File: src/rtl/svr_pkg.sv
package svr_pkg;

   typedef enum logic [1:0] {
      WIN_ONE   = 2'd0,
      WIN_SIXTN = 2'd1,
      WIN_THRTW = 2'd2,
      WIN_ALT1  = 2'd3
   } win_mode_e;

   localparam int TICK_CNT_W = 6;

   function automatic logic [2:0] win_shift(input logic [1:0] mode);
      case (mode)
         WIN_SIXTN: win_shift = 3'd4;
         WIN_THRTW: win_shift = 3'd5;
         default:   win_shift = 3'd0;
      endcase
   endfunction

   function automatic logic [TICK_CNT_W-1:0] win_last(input logic [1:0] mode);
      case (mode)
         WIN_SIXTN: win_last = TICK_CNT_W'(15);
         WIN_THRTW: win_last = TICK_CNT_W'(31);
         default:   win_last = '0;
      endcase
   endfunction

endpackage

File: src/rtl/svr_tick_gen.sv
module svr_tick_gen #(
   parameter int ACT_DIV = 8
) (
   input  logic clk,
   input  logic rst_n,
   input  logic any_spike,
   input  logic slow_tick,
   input  logic use_act,
   output logic tick
);
   logic act_tick;

   generate
      if (ACT_DIV == 1) begin : g_direct
         assign act_tick = any_spike;
      end else begin : g_divided
         localparam int AW = $clog2(ACT_DIV);
         localparam logic [AW-1:0] LAST = AW'(ACT_DIV - 1);
         logic [AW-1:0] act_cnt;

         always_ff @(posedge clk or negedge rst_n) begin
            if (!rst_n)
               act_cnt <= '0;
            else if (any_spike)
               act_cnt <= (act_cnt == LAST) ? '0 : act_cnt + AW'(1);
         end

         assign act_tick = any_spike && (act_cnt == LAST);
      end
   endgenerate

   assign tick = use_act ? act_tick : slow_tick;

endmodule

File: src/rtl/svr_chan_acc.sv
module svr_chan_acc #(
   parameter int CNT_W = 12
) (
   input  logic             clk,
   input  logic             rst_n,
   input  logic             spike,
   input  logic             close_win,
   input  logic [2:0]       shift,
   output logic [CNT_W-1:0] avg
);
   localparam logic [CNT_W-1:0] CMAX = '1;

   logic [CNT_W-1:0] cnt;
   logic [CNT_W-1:0] total;

   always_comb begin
      if (spike && cnt != CMAX)
         total = cnt + CNT_W'(1);
      else
         total = cnt;
   end

   always_ff @(posedge clk or negedge rst_n) begin
      if (!rst_n)
         cnt <= '0;
      else if (close_win)
         cnt <= '0;
      else
         cnt <= total;
   end

   assign avg = total >> shift;

endmodule

File: src/rtl/svr_argmax.sv
module svr_argmax #(
   parameter int NUM_CH = 15,
   parameter int CNT_W  = 12,
   parameter int IDX_W  = 4
) (
   input  logic [NUM_CH*CNT_W-1:0] avg_flat,
   input  logic [CNT_W-1:0]        thresh,
   output logic [IDX_W-1:0]        best_idx,
   output logic                    best_found
);
   logic [CNT_W-1:0] s_val   [NUM_CH+1];
   logic [IDX_W-1:0] s_idx   [NUM_CH+1];
   logic             s_found [NUM_CH+1];

   assign s_val[0]   = '0;
   assign s_idx[0]   = '0;
   assign s_found[0] = 1'b0;

   generate
      for (genvar i = 0; i < NUM_CH; i++) begin : g_stage
         logic [CNT_W-1:0] v;
         logic             take;
         assign v    = avg_flat[i*CNT_W +: CNT_W];
         assign take = (v > thresh) && (!s_found[i] || v > s_val[i]);
         assign s_val[i+1]   = take ? v : s_val[i];
         assign s_idx[i+1]   = take ? IDX_W'(i) : s_idx[i];
         assign s_found[i+1] = s_found[i] | take;
      end
   endgenerate

   assign best_idx   = s_idx[NUM_CH];
   assign best_found = s_found[NUM_CH];

endmodule

File: src/rtl/spike_vote_readout.sv
module spike_vote_readout #(
   parameter int NUM_CH  = 15,
   parameter int CNT_W   = 12,
   parameter int ACT_DIV = 8,
   localparam int IDX_W  = (NUM_CH > 1) ? $clog2(NUM_CH) : 1
) (
   input  logic              clk,
   input  logic              rst_n,
   input  logic [NUM_CH-1:0] spike_i,
   input  logic              slow_tick_i,
   input  logic              tick_sel_i,
   input  logic [1:0]        win_mode_i,
   input  logic [CNT_W-1:0]  thresh_i,
   output logic [IDX_W-1:0]  winner_o,
   output logic              winner_valid_o,
   output logic              frame_done_o
);
   import svr_pkg::*;

   generate
      if (NUM_CH < 2 || NUM_CH > 15) begin : g_bad_ch
         $error("spike_vote_readout: NUM_CH must lie in 2..15");
      end
      if (CNT_W < 6) begin : g_bad_w
         $error("spike_vote_readout: CNT_W must be at least 6");
      end
      if (ACT_DIV < 1) begin : g_bad_div
         $error("spike_vote_readout: ACT_DIV must be positive");
      end
   endgenerate

   logic                  tick;
   logic                  win_end;
   logic [TICK_CNT_W-1:0] tick_cnt;
   logic [2:0]            shift;
   logic [NUM_CH*CNT_W-1:0] avg_flat;
   logic [IDX_W-1:0]      sel_idx;
   logic                  sel_found;

   svr_tick_gen #(.ACT_DIV(ACT_DIV)) u_tick (
      .clk       (clk),
      .rst_n     (rst_n),
      .any_spike (|spike_i),
      .slow_tick (slow_tick_i),
      .use_act   (tick_sel_i),
      .tick      (tick)
   );

   assign shift   = win_shift(win_mode_i);
   assign win_end = tick && (tick_cnt >= win_last(win_mode_i));

   always_ff @(posedge clk or negedge rst_n) begin
      if (!rst_n)
         tick_cnt <= '0;
      else if (win_end)
         tick_cnt <= '0;
      else if (tick)
         tick_cnt <= tick_cnt + TICK_CNT_W'(1);
   end

   generate
      for (genvar c = 0; c < NUM_CH; c++) begin : g_chan
         svr_chan_acc #(.CNT_W(CNT_W)) u_acc (
            .clk       (clk),
            .rst_n     (rst_n),
            .spike     (spike_i[c]),
            .close_win (win_end),
            .shift     (shift),
            .avg       (avg_flat[c*CNT_W +: CNT_W])
         );
      end
   endgenerate

   svr_argmax #(.NUM_CH(NUM_CH), .CNT_W(CNT_W), .IDX_W(IDX_W)) u_pick (
      .avg_flat   (avg_flat),
      .thresh     (thresh_i),
      .best_idx   (sel_idx),
      .best_found (sel_found)
   );

   always_ff @(posedge clk or negedge rst_n) begin
      if (!rst_n) begin
         winner_o       <= '0;
         winner_valid_o <= 1'b0;
         frame_done_o   <= 1'b0;
      end else begin
         frame_done_o <= win_end;
         if (win_end) begin
            winner_o       <= sel_found ? sel_idx : '0;
            winner_valid_o <= sel_found;
         end
      end
   end

endmodule

File: config.mk
export PLATFORM = sky130hd
export DESIGN_NAME = spike_vote_readout
export DESIGN_NICKNAME = d
export VERILOG_FILES = /design/src/rtl/svr_pkg.sv /design/src/rtl/svr_tick_gen.sv /design/src/rtl/svr_chan_acc.sv /design/src/rtl/svr_argmax.sv /design/src/rtl/spike_vote_readout.sv
export SDC_FILE = /design/constraint.sdc
export NUM_CORES = 1
export LEC_CHECK = 0
export ABC_AREA = 1
export BUFFER_PORTS_ARGS = -buffer_cell sky130_fd_sc_hd__buf_2
export CAP_MARGIN = 20
export CORE_ASPECT_RATIO = 0.75
export CORE_MARGIN = 2
export CORE_UTILIZATION = 51
export CTS_CLUSTER_SIZE = 28
export DETAILED_ROUTE_END_ITERATION = 16
export MAX_ROUTING_LAYER = met4
export PLACE_DENSITY = 0.7
export SETUP_SLACK_MARGIN = 0.02
export SLEW_MARGIN = 20
export SYNTH_ARGS = -nofsm -noshare
export SYNTH_HDL_FRONTEND = slang
export SYNTH_HIERARCHICAL = 1
export SYNTH_SLANG_ARGS = --single-unit
File: constraint.sdc
create_clock -name clk -period 66.4 [get_ports clk]
set_input_delay 0 -clock clk [delete_from_list [all_inputs] [get_ports clk]]
set_output_delay 0 -clock clk [all_outputs]
set_load 0.1 [all_outputs]
; After elaboration in Yosys (flattened, before gate mapping)
; Cells that the tools add are included.
[totals]
output_inout_bits = 6
regBits = 195
wordCells = 240
inputBits = 33
[op_classes]
eq_ne = 18
addsub = 17
reduce_logical = 61
shifts = 15
magnitude_cmp = 30
bitwise_logic = 14
n_mux = 65
[op_table]
columns = operator, count
row1 = two-way mux 12 bit, 44
row2 = greater-than comparator 12 bit, 29
row3 = adder 12 x 1 -> 12 bit (second input constant), 15
row4 = != test 12 bit (second input constant), 15
row5 = right shift 12 x 3 -> 12 bit, 15
row6 = two-way mux 4 bit, 14
row7 = logical AND 1 bit, 31
row8 = OR reduction 15 bit, 1
row9 = logical NOT 1 bit, 14
row10 = logical OR 1 bit, 14
row11 = bitwise OR 1 bit, 14
row12 = two-way mux 6 bit, 2
row13 = one-hot mux 5 bit (2 select lines), 1
row14 = adder 6 x 1 -> 6 bit (second input constant), 1
row15 = >= comparator 6 bit, 1
row16 = one-hot mux 3 bit (2 select lines), 1
row17 = adder 3 x 1 -> 3 bit (second input constant), 1
row18 = == test 3 bit (second input constant), 1
row19 = two-way mux 3 bit, 1
row20 = == test 2 x 1 -> 1 bit (second input constant), 1
row21 = == test 2 bit (second input constant), 1
row22 = two-way mux 1 bit, 2
row23 = nonzero test 2 bit, 1

; Longest topological paths before layout
; Gate-level depths: netlist of run 1.
[logic_depth]
depth_word = 63
depth_mapped = 213
mapped_depth_nobuf = 198

; Cells and area by module
; Netlist of run 1, hierarchy kept.
[modules_own_cells]
columns = module, cells_each, seq_area_each_um2, n_inst, area_per_inst_um2
row1 = svr_chan_acc, 210, 300.3, 15, 1211.2
row2 = svr_argmax, 1569, 0.0, 1, 10079.7
row3 = spike_vote_readout, 87, 300.3, 1, 730.7
row4 = svr_tick_gen, 21, 75.1, 1, 162.7

; Least setup slack after synthesis of run 1
; OpenSTA, ideal clock, no wires.
[synth_timing]
path_kind = input -> register
from = in win_mode_i[0]
to = reg winner_o[3]
arrival_ps = 21853
required_time_ps = 66278
setup_ps = 122
cell_stages = 185
slack_ps = 44425
n_path_buf = 15
path_cell_list = inv_1 -> ha_1 -> inv_1 -> clkinv_1 -> and3_1 -> ha_1 -> nand2_1 -> nor2_2 -> nand2_2 -> a21oi_1 -> nor2_1 -> nor2_2 -> clkbuf_1 -> nand2_1 -> ha_1 -> nand4_1 -> nor2_1 -> nand4_1 -> [... 149 more ...] -> o41ai_1 -> nand2_1 -> nand2_1 -> clkbuf_4 -> or2_2 -> nand2_1 -> ha_1 -> nand4_1 -> inv_1 -> nand4_1 -> o32ai_1 -> a21oi_1 -> nor2_2 -> nand2_1 -> nand2_1 -> inv_1 -> nand3_1 -> nand2_1
[synth_via]
elab_chain_len = 62
word_cells_on_any_way = 133
cone_classes = order compare: 30 / eq/ne: 2 / shift: 15 / mux: 29 / bitwise: 14 / reduce/logical: 43
[synth_rtl]
columns = element, line
row1 = from (decl), spike_vote_readout.sv:12  ; input logic [1:0] win_mode_i,
row2 = == test 2 bit or == test 2 x 1 -> 1 bit (tied branches), svr_pkg.sv:13  ; case (mode)
row3 = one-hot mux 3 bit (2 select lines) (*), svr_pkg.sv:13
row4 = via shift[2], spike_vote_readout.sv:35  ; logic [2:0] shift;
row5 = right shift 12 x 3 -> 12 bit (*), svr_chan_acc.sv:32  ; assign avg = total >> shift;
row6 = via avg_flat[10], spike_vote_readout.sv:36  ; logic [NUM_CH*CNT_W-1:0] avg_flat;
row7 = greater-than comparator 12 bit, svr_argmax.sv:24  ; assign take = (v > thresh) && (!s_found[i] || v > s_val[i]);
row8 = two-way mux 12 bit, svr_argmax.sv:25  ; assign s_val[i+1] = take ? v : s_val[i];
row9 = greater-than comparator 12 bit, svr_argmax.sv:24
row10 = [... 49 more ...], -
row11 = logical AND 1 bit, svr_argmax.sv:24
row12 = two-way mux 12 bit or bitwise OR 1 bit (tied branches), "svr_argmax.sv:25, svr_argmax.sv:27"
row13 = greater-than comparator 12 bit or logical NOT 1 bit (tied branches), svr_argmax.sv:24
row14 = logical OR 1 bit, svr_argmax.sv:24
row15 = logical AND 1 bit, svr_argmax.sv:24
row16 = two-way mux 4 bit (*), svr_argmax.sv:26  ; assign s_idx[i+1] = take ? IDX_W'(i) : s_idx[i];
row17 = via sel_idx[3], spike_vote_readout.sv:37  ; logic [IDX_W-1:0] sel_idx;
row18 = two-way mux 4 bit (*), spike_vote_readout.sv:89  ; winner_o <= sel_found ? sel_idx : '0;
row19 = to (signal assigned), spike_vote_readout.sv:89
row20 = to (decl), spike_vote_readout.sv:14  ; output logic [IDX_W-1:0] winner_o,
; The timed path passes the listed nets; every way through them passes the cells marked *.
; A chain may end at the register's enable or synchronous reset.

; Worst setup path in the final report of run 1
[layout_timing]
from = reg g_chan[0].u_acc.cnt[1]
to = reg winner_o[3]
[layout_via]
elab_chain_len = 63
word_cells_on_any_way = 103
cone_classes = add/sub: 1 / order compare: 15 / eq/ne: 1 / shift: 1 / mux: 28 / bitwise: 14 / reduce/logical: 43
[layout_rtl]
columns = element, line
row1 = from (decl), svr_chan_acc.sv:13  ; logic [CNT_W-1:0] cnt;
row2 = from (signal assigned), svr_chan_acc.sv:29  ; cnt <= total;
row3 = branches (longest 2 deep; another with adder 12 x 1 -> 12 bit), -
row4 = two-way mux 12 bit (*), svr_chan_acc.sv:17  ; if (spike && cnt != CMAX)
row5 = right shift 12 x 3 -> 12 bit (*), svr_chan_acc.sv:32
row6 = via avg_flat[9], spike_vote_readout.sv:36
row7 = greater-than comparator 12 bit, svr_argmax.sv:24
row8 = two-way mux 12 bit, svr_argmax.sv:25
row9 = greater-than comparator 12 bit, svr_argmax.sv:24
row10 = logical OR 1 bit, svr_argmax.sv:24
row11 = [... 48 more ...], -
row12 = logical AND 1 bit, svr_argmax.sv:24
row13 = two-way mux 12 bit or bitwise OR 1 bit (tied branches), "svr_argmax.sv:25, svr_argmax.sv:27"
row14 = greater-than comparator 12 bit or logical NOT 1 bit (tied branches), svr_argmax.sv:24
row15 = logical OR 1 bit, svr_argmax.sv:24
row16 = logical AND 1 bit, svr_argmax.sv:24
row17 = two-way mux 4 bit (*), svr_argmax.sv:26
row18 = via sel_idx[3], spike_vote_readout.sv:37
row19 = two-way mux 4 bit (*), spike_vote_readout.sv:89
; Mark *: on every way through the listed nets, which the timed path passes.

==> results of run 1 <==
## registers in the layout (all words and copies together), names as in the netlist
register and count:
frame_done_o 1, g_chan.u_acc/cnt 180, tick_cnt 6, u_tick/g_divided.act_cnt 3, winner_o 4, winner_valid_o 1
## power breakdown
| group | internal [mW] | switching, mW |
|---|---|---|
| sequential | 0.157 | 0.0458 |
| clock | 0.0616 | 0.0504 |
| combinational | 0.185 | 0.343 |
## critical path: cells and delay by family, from the launching register on
kind	cells	cell delay, ps
AOI/OAI and AO/OA	35	7160
adders and majority gates	16	5120
buffers and inverters	9	690
DFF	1	370
and+or+nand+nor	112	13980
## routing by layer
metal,vias to the layer above,track usage (%),routed length [um]
met5,-,-,0
met4,0,7.28,1510
met3,103,5.03,5670
met2,891,42.4,35000
met1,14300,44.2,43900
li1,16300,-,-
## repair_timing
action	CTS	global route
hold endpoints to repair	162	0
hold buffers	16	0
endpoints found under the setup margin	0	0
## stage by stage
stage / std cells / area, um^2 / total power, mW
6_report: 5574 / 30700 / 0.843
3_5_place_dp: 5526 / 29900 / 0.717
3_3_place_gp: 5526 / 29900 / 0.712
2_1_floorplan: 4871 / 29300 / 0.600
5_1_grt: 5573 / 30700 / 0.939
4_1_cts: 5572 / 30600 / 0.835
## worst paths after layout
path | from | to | slack, ps
max | g_chan[0].u_acc/cnt[1] | winner_o[3] | 38910
min | rst_n | g_chan[7].u_acc/cnt[5] | 60
max reg2reg | g_chan[0].u_acc/cnt[1] | winner_o[3] | 38910
min reg2reg | u_tick/g_divided.act_cnt[2] | u_tick/g_divided.act_cnt[2] | 480
max in group asynchronous | rst_n | g_chan[14].u_acc/cnt[10] | 65060
min in group clk | win_mode_i[1] | tick_cnt[1] | 160
## cell type report
| cell class | instances | share of cell area (%) |
|---|---|---|
| diodes | 2 | 0.0163 |
| repair buffers | 75 | 1.69 |
| multi-input cells | 4092 | 71.9 |
| clock inverters | 8 | 0.416 |
| clock buffers | 22 | 1.55 |
| inverters | 449 | 5.53 |
| well taps | 731 | 2.98 |
| flip-flops and latches | 195 | 15.9 |
## cells in the mapped netlist (6+ instances only)
| cell type | instances | area share [%] |
|---|---|---|
| nand2_1 | 1408 | 18 |
| nand3_1 | 1069 | 18 |
| inv_1 | 419 | 5.4 |
| ha_1 | 363 | 16 |
| nor2_1 | 360 | 4.6 |
| a21oi_1 | 215 | 3.7 |
| dfrtp_1 | 195 | 17 |
| o21ai_0 | 166 | 2.9 |
| nand4_1 | 91 | 2.0 |
| buf_2 | 65 | 1.1 |
| o21bai_1 | 40 | 1.0 |
| nor2_2 | 38 | 0.82 |
| nand2_2 | 37 | 0.79 |
| clkbuf_1 | 36 | 0.46 |
| nor2_4 | 31 | 1.2 |
| nor3_1 | 29 | 0.50 |
| and3_1 | 21 | 0.45 |
| nand2_4 | 21 | 0.81 |
| clkinv_1 | 20 | 0.26 |
| nand3_2 | 19 | 0.65 |
| or2_2 | 18 | 0.39 |
| xor2_1 | 18 | 0.54 |
| clkbuf_4 | 16 | 0.41 |
| a211oi_1 | 14 | 0.36 |
| and2_1 | 14 | 0.30 |
| o211ai_1 | 14 | 0.36 |
| a21o_1 | 8 | 0.21 |
| buf_4 | 8 | 0.21 |
| inv_2 | 8 | 0.10 |
| o21a_1 | 8 | 0.21 |
| a31oi_1 | 7 | 0.15 |
| buf_1 | 6 | 0.077 |
| o221ai_1 | 6 | 0.18 |
## cell families (layout without fill, tap and decap cells)
| group | Yosys count | count (layout) | share of synthesized area, % |
|---|---|---|---|
| adders and majority gates | 363 | 363 | 15.6 |
| and+or+nand+nor | 3170 | 3170 | 49.3 |
| xor gates and xnor gates | 19 | 19 | 0.571 |
| AOI/OAI and AO/OA | 495 | 495 | 9.53 |
| buffers and inverters | 584 | 554 | 8.25 |
| other | 1 | 47 | 0.0129 |
| DFF | 195 | 195 | 16.7 |
==> key figures, run 1 <==
Run status
  – Status: finished, final reports clean

Finish
  – Area Growth Syn to Fin: 5.23%
  – Multi-input gate area: 22000 um^2
  – Share of layout cells above drive strength 1: 5.60%
  – Final Net Count: 5226
  – Commonest non-fill, non-tap cell in the layout: nand2_1
  – Layout Utilization: 54.6%
  – Register Area: 4880 um^2
  – Most frequent cells in the layout: nand2_1 (1408), nand3_1 (1069), inv_1 (418)
  – Fillers: 5764

Clocking
  – CTS tree: yes
  – Setup repair bufs after CTS: 0
  – H-tree depth: 4
  – Clk sinks: 195
  – Post-CTS sizing: 0
  – Worst skew pair latency: 520 ps
  – Max clock buf depth: 2
  – Total CTS buffers: 17
  – Clock Root Buffer: clkbuf_16
  – Clk slew on worst S/H paths: 70 ps

Place
  – DP Worst Slack: 39730 ps
  – Post-DP HPWL: 66200 um
  – Final Wtd Congestion: 0.987
  – Number of port buffers: 38

GRT
  – GRT overflow: 0
  – Antenna violations before repair: 1
  – Largest net degree at the start of global routing: 85
  – First-pass GRT wire length: 142000 um
  – Number of global-route vias before repair: 28000
  – Tot GR Track Use: 30.1%

Logic synthesis
  – EDFF count, synth: 0
  – Mapped Area: 29100 um^2
  – Asr flop ratio synth: 100%
  – Avg Cell Area, Syn: 6.04 um^2
  – Ys flop type: dfrtp_1
  – Yosys reg bits: 195
  – Synth Warn #: 6
  – Cells after Synth: 4827
  – Sequential share of the synthesized area: 16.7%
  – Library cells used by synthesis: 54

Timing
  – Final hold slack: 57.6 ps
  – Setup_tns: 0 ps
  – Final period util: 41.4%
  – Clock skew: 12.0 ps
  – Final count of hold timing violations: 0
  – Slew @ Worst Pin: 1020 ps
  – Achievable Freq: 36.4 MHz
  – Endpoints failing setup: 0
  – Post-layout minimum cycle time: 27490 ps
  – Fin. max-slew vios: 0
  – Worst setup margin: 38910 ps
  – RSZ-0062 raised after global routing: no
  – Slew HR: 31.1%

Routing
  – DRC: 0
  – Post-DR vias/cell: 5.67
  – Post-route ant nets: 0
  – Total number of vias: 31600
  – Drt wl/cell: 15.4 um
  – Initial DRC count: 2983
  – WL final: 86000 um
  – DRT Pass-1 Iters: 6

Setup path
  – Reg2Reg Depth: 172
  – Kind of end point of the critical path: flop
  – CP Launch Type: flop
  – Most frequent CP cell: nand2_1
  – CP max-delay cell: o21ai_0
  – Critical path required time: 66810 ps
  – CP max stage delay: 650 ps
  – Arrival time worst endpoint: 27900 ps
  – Peak fanout along the critical path: 29
  – Worst setup path class: flop to flop

Power
  – Power density cells: 27.5 nW/um^2
  – P_leak: 16.1 nW
  – Max VDD drop: 22.1 uV

Floorplan
  – Row cnt: 75
  – Top-level port count: 39
  – Die X: 280 um
  – Core area: 56200 um^2
  – Die Y: 211 um
  – Initial Util: 51.8%
  – Die footprint: 59100 um^2

Job
  – Max-cap violation count: 0

Hold path
  – Tightest Hold Check Type: primary input to asynchronous set/reset pin
Power figures use the tool's default switching activity.
==> run 2, diff against run 1 <==
--- a/config.mk
+++ b/config.mk
@@ -14,7 +14,7 @@
 export CTS_CLUSTER_SIZE = 28
 export DETAILED_ROUTE_END_ITERATION = 16
 export MAX_ROUTING_LAYER = met4
-export PLACE_DENSITY = 0.7
+export PLACE_DENSITY = 0.72
 export SETUP_SLACK_MARGIN = 0.02
 export SLEW_MARGIN = 20
 export SYNTH_ARGS = -nofsm -noshare
==> constraint.sdc (replaced) <==
create_clock -name clk -period 22.5 [get_ports clk]
set_input_delay 0 -clock clk [delete_from_list [all_inputs] [get_ports clk]]
set_output_delay 0 -clock clk [all_outputs]
set_load 0.1 [all_outputs]
==> key figures, run 2 (synthesized netlist as in run 1, its figures left out) <==
Hold path
  – Tightest Hold Check Type: primary input to asynchronous set/reset pin

Setup path
  – CP Launch Type: flop
  – Critical path required time: 22910 ps (-43900 ps)
  – CP max stage delay: 370 ps (-280 ps)
  – Most frequent CP cell: nand2_1
  – CP max-delay cell: o21ai_0
  – Arrival time worst endpoint: 23800 ps (-4100 ps)
  – Peak fanout along the critical path: 14 (-52%)
  – CP Buf/Inv Count: 21 (+12)
  – Kind of end point of the critical path: flop
  – Worst setup path class: flop to flop
  – Family with the most delay on the worst path: simple AND/OR/NAND/NOR gates

Clocking
  – Clk slew on worst S/H paths: 70 ps (about the same)
  – Clock Root Buffer: clkbuf_16
  – Worst skew pair latency: 530 ps (about the same)
  – Total CTS buffers: 17 (unchanged)
  – Clk sinks: 195 (unchanged)
  – CTS tree: yes
  – Max clock buf depth: 2 (unchanged)
  – H-tree depth: 4 (unchanged)

Power
  – Clk network pwr share: 11.1% (-2.2 points)
  – Power density cells: 86.2 nW/um^2 (+210%)
  – Internal: 1.51 mW (+270%)
  – P_leak: 18.1 nW (+12%)
  – Logic pwr share: 69.2% (+6.6 points)
  – Sw Share: 50.3% (-1.8 points)
  – Max VDD drop: 75.5 uV (+240%)
  – Switching power: 1.53 mW (+250%)
  – Sequential Power Share: 19.7% (-4.4 points)
  – Final Power: 3.04 mW (+260%)

Finish
  – Fillers: 5166 (-10%)
  – Final Net Count: 5568 (+6.5%)
  – Commonest non-fill, non-tap cell in the layout: nand2_1
  – Layout Cells excl Fill: 5917 (+6.2%)
  – Max FFs per register: 180 (unchanged)
  – Area Growth Syn to Fin: 21.2%
  – Biggest register: g_chan.u_acc/cnt
  – Most frequent cells in the layout: nand2_1 (1316), nand3_1 (1011), inv_1 (404)
  – Registers with the most flip-flops: g_chan.u_acc/cnt x180, tick_cnt x6, winner_o x4
  – Share of layout cells above drive strength 1: 18.0% (+12 points)

Floorplan
  – Row cnt: 75 (unchanged)
  – Die X: 280 um (unchanged)
  – Die footprint: 59100 um^2 (unchanged)
  – Top-level port count: 39 (unchanged)
  – Core area: 56200 um^2 (unchanged)
  – Die Y: 211 um (unchanged)
  – Initial Util: 51.8% (unchanged)

GRT
  – First-pass GRT wire length: 148000 um (+4.5%)
  – GRT overflow: 0 (unchanged)
  – Largest net degree at the start of global routing: 86 (+1.2%)
  – Antenna violations before repair: 1 (unchanged)
  – Number of global-route vias before repair: 29300 (+4.7%)
  – Tot GR Track Use: 31.4% (+1.3 points)

Timing
  – Clock skew: 22.5 ps (+10.5 ps)
  – Post-layout minimum cycle time: 23390 ps (-4100 ps)
  – Final period util: 104% (+63 points)
  – Slew @ Worst Pin: 1260 ps (+237 ps)
  – Endpoints failing setup: 4 (+4)
  – Achievable Freq: 42.7 MHz (+18%)
  – Worst setup margin: -895 ps (-39800 ps)
  – RSZ-0062 raised after global routing: yes
  – Fin. max-slew vios: 0 (unchanged)
  – Slew HR: 15.2% (-16 points)
  – Final count of hold timing violations: 0 (unchanged)

Routing
  – DRT Pass-1 Iters: 6 (unchanged)
  – Post-DR vias/cell: 5.73 (+1.1%)
  – Drt wl/cell: 15.9 um (+3.2%)
  – Met2 WL: 39200 um (+12%)
  – WL final: 94300 um (+9.5%)
  – Initial DRC count: 3847 (+29%)
  – Total number of vias: 33900 (+7.3%)
  – Metal3 WL: 7610 um (+34%)
  – DRC: 0 (unchanged)
  – Uppermost layer routed: met4
  – Metal-1 WL: 45600 um (+3.7%)
  – Post-route ant nets: 0 (unchanged)

Job
  – Max-cap violation count: 0 (unchanged)

Place
  – Post-DP HPWL: 68900 um (+4.1%)
  – Final Wtd Congestion: 1.01 (+2.8%)
  – Number of port buffers: 38 (unchanged)
  – Cell count after placement: 5796 (+4.9%)

Run status
  – Status: finished, violations left
  – Failing checks: negative setup slack
[run 2: cell count changes in the layout (fill, tap and decap cells not counted), moves of 22 or more]
cell     previous run  this run
nand2_1          1408      1316
nand3_1          1069      1011
buf_6               0        22
nand3_2            19        62
nand2_2            37        99
ha_1              362       324
o21ai_0           166        57
o21ai_2             2        46
buf_4              21       317
o21ai_1             4        63
ha_4                1        36
nand2_4            21        58
[run 2: per-layer routing]
| metal | track usage [%] | vias to the layer above |
|---|---|---|
| li1 | - | 17000 |
| met1 | 46.7 | 15500 |
| met2 | 44.3 | 1272 |
| met3 | 5.12 | 151 |
| met4 | 6.47 | 0 |
| met5 | - | - |
[run 2: path summary, 6_finish.rpt]
path,startpoint,end,slack (ps),cells past startpoint
min,rst_n,g_chan[10].u_acc/cnt[4],70,2
min reg2reg,winner_o[0],winner_o[0],490,2
max,g_chan[0].u_acc/cnt[1],winner_o[3],-890,193
max reg2reg,g_chan[0].u_acc/cnt[1],winner_o[3],-890,193
min in group clk,slow_tick_i,winner_o[0],190,5
max in group asynchronous,rst_n,g_chan[2].u_acc/cnt[9],21110,3
[run 2: metrics by stage]
step	hold slack [ps]	utilization (%)	setup WS, ps	cell area (um^2)	TNS (ps)
final	68.2	62.8	-895	35300	-3430
after CTS	67.7	59.1	29.5	33200	0
after global placement	74.4	56.8	-384	31900	-1460
after detailed placement	77.1	56.8	-1220	31900	-4750
after global routing	115	62.8	-2340	35300	-9240
after floorplan	-296	-	525	29300	0
[run 2: power by group through the flow]
| stage | sequential, mW | combinational, mW | clock (mW) |
|---|---|---|---|
| 6_report | 0.599 | 2.11 | 0.338 |
| 3_5_place_dp | 0.597 | 1.72 | 0 |
| 2_1_floorplan | 0.592 | 1.18 | 0 |
| 5_1_grt | 0.618 | 2.34 | 0.358 |
| 4_1_cts | 0.593 | 1.79 | 0.347 |
| 3_3_place_gp | 0.597 | 1.70 | 0 |
[run 2: what timing repair did]
| item | CTS | global route |
|---|---|---|
| pin swaps | 41 | 212 |
| gates resized for setup | 104 | 438 |
| endpoints found under the setup margin | 4 | 4 |
| hold endpoints to repair | 156 | 0 |
| buffers inserted | 10 | 37 |
| hold buffers | 16 | 0 |
| gates cloned | 12 | 12 |
[run 2: layout make-up]
type | count | area [um^2] | area share (%)
timing repair buffer | 400 | 3110 | 8.81
clock buffer | 26 | 529 | 1.50
sequential | 195 | 4880 | 13.8
clock inverter | 6 | 90.1 | 0.255
tap | 731 | 915 | 2.59
antenna | 1 | 2.50 | 0.00709
timing repair inverter | 1 | 7.51 | 0.0213
multi-input combinational | 4108 | 24100 | 68.2
inverter | 449 | 1700 | 4.82
